[config.mk]
export PLATFORM = sky130hd
export DESIGN_NAME = pwm_chopper
export DESIGN_NICKNAME = d
export VERILOG_FILES = /design/src/rtl/chop_pkg.sv /design/src/rtl/chop_phase_div.sv /design/src/rtl/chop_first_pulse.sv /design/src/rtl/chop_out_stage.sv /design/src/rtl/pwm_chopper.sv
export SDC_FILE = /design/constraint.sdc
export NUM_CORES = 1
export LEC_CHECK = 0
export BUFFER_PORTS_ARGS = -buffer_cell sky130_fd_sc_hd__buf_2
export CELL_PAD_IN_SITES_DETAIL_PLACEMENT = 1
export CELL_PAD_IN_SITES_GLOBAL_PLACEMENT = 1
export CORE_UTILIZATION = 40
export DETAILED_ROUTE_END_ITERATION = 8
export PLACE_DENSITY = 0.82
export SYNTH_ARGS = -nofsm -noshare
export SYNTH_HDL_FRONTEND = slang
export SYNTH_SLANG_ARGS = --single-unit
[constraint.sdc]
create_clock -name clk -period 2.4 [get_ports clk]
set_input_delay 0.36 -clock clk [delete_from_list [all_inputs] [get_ports clk]]
set_output_delay 0.36 -clock clk [all_outputs]
set_load 0.01 [all_outputs]
[src/rtl/chop_pkg.sv]
package chop_pkg;
    localparam int PRE_W  = 4;
    localparam int STEP_W = 3;
    localparam int OS_W   = 4;

    typedef struct packed {
        logic [PRE_W-1:0]  pre;
        logic [STEP_W-1:0] step;
    } chop_phase_t;

    function automatic logic carrier_high(input logic [STEP_W-1:0] step,
                                          input logic [STEP_W-1:0] duty);
        return step < duty;
    endfunction
endpackage

[src/rtl/chop_phase_div.sv]
module chop_phase_div
    import chop_pkg::*;
(
    input  logic             clk,
    input  logic             rst,
    input  logic             resync,
    input  logic [PRE_W-1:0] prescale,
    output logic [STEP_W-1:0] step,
    output logic             period_end
);
    chop_phase_t cur_q, eff, nxt;
    logic        tick;

    always_comb begin
        eff = resync ? '0 : cur_q;
        tick = (eff.pre >= prescale);
        nxt.pre  = tick ? '0 : eff.pre + 1'b1;
        nxt.step = tick ? eff.step + 1'b1 : eff.step;
    end

    assign step       = eff.step;
    assign period_end = tick && (eff.step == '1);

    always_ff @(posedge clk) begin
        if (rst) cur_q <= '0;
        else     cur_q <= nxt;
    end
endmodule

[src/rtl/chop_first_pulse.sv]
module chop_first_pulse
    import chop_pkg::*;
(
    input  logic            clk,
    input  logic            rst,
    input  logic            resync,
    input  logic            period_end,
    input  logic [OS_W-1:0] width,
    output logic            active
);
    logic [OS_W-1:0] cnt_q, cnt_eff;

    assign cnt_eff = resync ? '0 : cnt_q;
    assign active  = cnt_eff < width;

    always_ff @(posedge clk) begin
        if (rst)
            cnt_q <= '0;
        else if (period_end && cnt_eff != '1)
            cnt_q <= cnt_eff + 1'b1;
        else
            cnt_q <= cnt_eff;
    end
endmodule

[src/rtl/chop_out_stage.sv]
module chop_out_stage
    import chop_pkg::*;
(
    input  logic              en,
    input  logic              pwm,
    input  logic              first,
    input  logic [STEP_W-1:0] step,
    input  logic [STEP_W-1:0] duty,
    input  logic              invert,
    output logic              y
);
    logic gated;

    always_comb begin
        gated = pwm && (first || carrier_high(step, duty));
        y     = en ? (gated ^ invert) : pwm;
    end
endmodule

[src/rtl/pwm_chopper.sv]
module pwm_chopper
    import chop_pkg::*;
(
    input  logic              clk,
    input  logic              rst,
    input  logic              pwm_in,
    input  logic              chop_en,
    input  logic [PRE_W-1:0]  car_prescale,
    input  logic [STEP_W-1:0] car_duty,
    input  logic [OS_W-1:0]   first_width,
    input  logic              out_invert,
    output logic              chop_out
);
    logic              pwm_q;
    logic              rise;
    logic [STEP_W-1:0] step;
    logic              period_end;
    logic              first_on;

    always_ff @(posedge clk) begin
        if (rst) pwm_q <= 1'b0;
        else     pwm_q <= pwm_in;
    end

    assign rise = pwm_in && !pwm_q;

    chop_phase_div u_div (
        .clk(clk), .rst(rst), .resync(rise), .prescale(car_prescale),
        .step(step), .period_end(period_end)
    );

    chop_first_pulse u_first (
        .clk(clk), .rst(rst), .resync(rise), .period_end(period_end),
        .width(first_width), .active(first_on)
    );

    chop_out_stage u_out (
        .en(chop_en), .pwm(pwm_in), .first(first_on), .step(step),
        .duty(car_duty), .invert(out_invert), .y(chop_out)
    );
endmodule

==> flow_metrics.py <==
metrics = {
    "setup_path": {
        "required_ns": 2.04,
        "crit_type": "flip-flop to output port",
        "cp_max_fo": 8,
        "cpMaxStageDelayCell": "dfxtp_2",
        "cp_slowest_stage_delay_ns": 0.34,
        "cp_top_family": "compound AO/OA/AOI/OAI gates",
        "crit_chain": "nand2b_4 > and2_4 > ha_4 > nand3_2 > a221oi_2 > o31a_1 > o211ai_1 > buf_2",
        "cp.arrival_ns": 2.04,
        "end_kind": "output port",
        "critical_path_buf_inv_count": 1,
        "crit_path_start_kind": "flip-flop",
    },
    "route": {
        "dr.pass1.iters": 3,
        "viasPerCell": 5.13,
        "drt-wirelength-per-cell_um": 14.0,
        "vias": 770,
        "drc": 0,
        "first_iter_violations": 5,
        "route.antenna.remaining_nets": 0,
        "wl_um": 2100,
    },
    "run_status": {
        "violations": "setup timing",
        "status": "finished, violations left",
    },
    "global_route": {
        "grt_overflow": 0,
        "grt_pass1_vias": 838,
        "grt_max_degree": 13,
        "grt_usage_pct": 20.3,
        "grt_pass1_wl_um": 3600,
        "antenna_found_initial": 0,
    },
    "power_and_ir_drop": {
        "power.share.switching_pct": 27.7,
        "internal-power_uw": 307,
        "pwr-share-comb_pct": 21.2,
        "p_total_uw": 424,
        "peakVddDrop_mv": 0.238,
        "seq_power_share_pct": 48.9,
        "clkPwrFrac_pct": 29.9,
        "p_leak_nw": 0.546,
        "p_sw_uw": 117,
        "power.density_nw_per_um2": 383,
    },
    "sta": {
        "min_period_over_period_pct": 100,
        "drv_slew": 0,
        "worstMarginPinSlew_ns": 0.398,
        "setup_viol": 1,
        "layout_setup_ws_ns": -0.00329,
        "finalCriticalPeriod_ns": 2.40,
        "hold_violations": 0,
        "grt_setup_unrepaired": "true",
        "clock.fmax_mhz": 416,
        "fin_skew_ns": 0.00779,
        "slew_headroom_pct": 73.4,
    },
    "logic_synthesis": {
        "syn_nets": 129,
        "synth_cells": 101,
        "synth_seq_cells": 12,
        "synth_cell_types": 34,
        "ys.flop_type": "dfxtp_1",
        "synth-edff-count": 0,
        "ys_warn_count": 0,
        "synth_seq_area_share_pct": 26.6,
        "syn_area_um2": 903,
        "ys_async_sr_fraction_pct": 0,
        "syn_area_per_cell_um2": 8.94,
    },
    "flow_run": {
        "maxCapViolations": 0,
    },
    "floorplan": {
        "die_height_um": 49.5,
        "row_count": 16,
        "start_util_pct": 44.2,
        "die_area_um2": 2450,
        "ios": 17,
        "die_w_um": 49.5,
        "core_um2": 2040,
    },
    "layout": {
        "areaGrowthSynthToFinish_pct": 22.4,
        "diodes": 0,
        "drive_gt1_share_pct": 32.5,
        "fin_nets": 153,
    },
    "clock_tree": {
        "cts_sinks": 12,
        "worstSkewPairLatency_ns": 0.28,
        "clk_path_buf_depth": 2,
        "h-tree-depth": 1,
        "cts_made_buffers": 3,
        "cts-root-buf": "clkbuf_4",
        "tritoncts": "yes",
        "ctsHoldBuffers": 0,
        "clk_pin_slew_worst_paths_ns": 0.08,
    },
    "placed_design": {
        "place_ws_ns": -0.0216,
        "place.gp.congestion": 0.860,
        "io_buffers": 16,
        "hpwl_um": 1560,
    },
    "hold_path": {
        "worstHoldPathType": "input pin to flip-flop",
    },
}
==> kinds of logic after synthesis <==
family	synth area share (%)
XOR/XNOR	4.85
AND/OR/NAND/NOR	31.3
flip-flops	26.6
buffers and inverters	5.82
multiplexers	5.68
adder cells (fa/ha/maj)	16.6
AO/OA/AOI/OAI	9.14
==> sequential cells by signal, summed over array words and instances, names as in the netlist <==
name and cells:
u_div.cur_q 7, pwm_q 1, u_first.cnt_q 4
==> worst paths after layout <==
| path | slack (ns) | to | cells after the start | start |
|---|---|---|---|---|
| max reg2reg | 0.15 | u_first.cnt_q[2] | 8 | pwm_q |
| min reg2reg | 0.58 | u_div.cur_q[3] | 3 | u_div.cur_q[3] |
| max | -0.003 | chop_out | 8 | pwm_q |
| min | 0.42 | u_first.cnt_q[2] | 2 | rst |
==> power by group through the flow <==
stage / logic, mW / clock network (mW) / registers, mW
after global placement: 0.0773 / 0 / 0.212
after CTS: 0.0906 / 0.126 / 0.207
after floorplan: 0.0527 / 0 / 0.211
final: 0.0897 / 0.127 / 0.207
after global routing: 0.101 / 0.140 / 0.208
after detailed placement: 0.0824 / 0 / 0.212
==> Yosys cell counts (all sizes together) (3+ instances only) <==
cell,number,area share [%]
and2,11,8.0
dfxtp,12,27
ha,12,17
inv,12,5.0
mux2i,4,4.4
nand2,5,2.4
nand2b,3,3.2
nand4,4,3.5
nor2,7,2.9
nor2b,5,4.3
nor3,4,2.2
xnor2,4,3.9
==> cell type report <==
type / instances / area [µm²]
Inverter: 12 / 45.0
Multi-Input combinational cell: 75 / 646
Clock buffer: 3 / 22.5
Timing Repair Buffer: 21 / 118
Tap cell: 27 / 33.8
Sequential cell: 12 / 241
Fill cell: 267 / 936
==> metal layers <==
metal	GRT usage, %	part of all wire (%)	vias to the layer above
met5	0	0	-
met4	11.4	1.8	0
met3	3.70	1.6	4
met2	38.3	55	8
met1	20.6	41	368
li1	-	-	390
==> cell usage in the layout (no fill, tap or decap), drive strengths merged, types with 2 or more instances in the layout <==
master / instances
a21oi: 2
and2: 11
buf: 21
clkbuf: 3
dfxtp: 12
ha: 12
inv: 12
mux2i: 4
nand2: 5
nand2b: 3
nand3: 2
nand4: 4
nor2: 7
nor2b: 5
nor3: 4
xnor2: 4
==> metrics by stage <==
step / hold slack, ns / cell area [µm²] / instances / utilization [%] / setup TNS (ns)
after floorplan: 0.432 / 903 / 101 / - / 0
after global placement: 0.562 / 1020 / 144 / 50.2 / 0
after detailed placement: 0.577 / 1020 / 144 / 50.2 / -0.0216
after CTS: 0.439 / 1110 / 150 / 54.2 / 0
after global routing: 0.422 / 1110 / 150 / 54.2 / -0.123
final: 0.421 / 1110 / 150 / 54.2 / -0.00329
==> repair_timing <==
action                                  in CTS  in global routing
endpoints found under the setup margin       1                  2
gates cloned                                 0                  0
setup buffers                                3                  0
resized for setup                            9                  0
pin swaps                                    6                  1
Power figures use the tool's default switching activity.
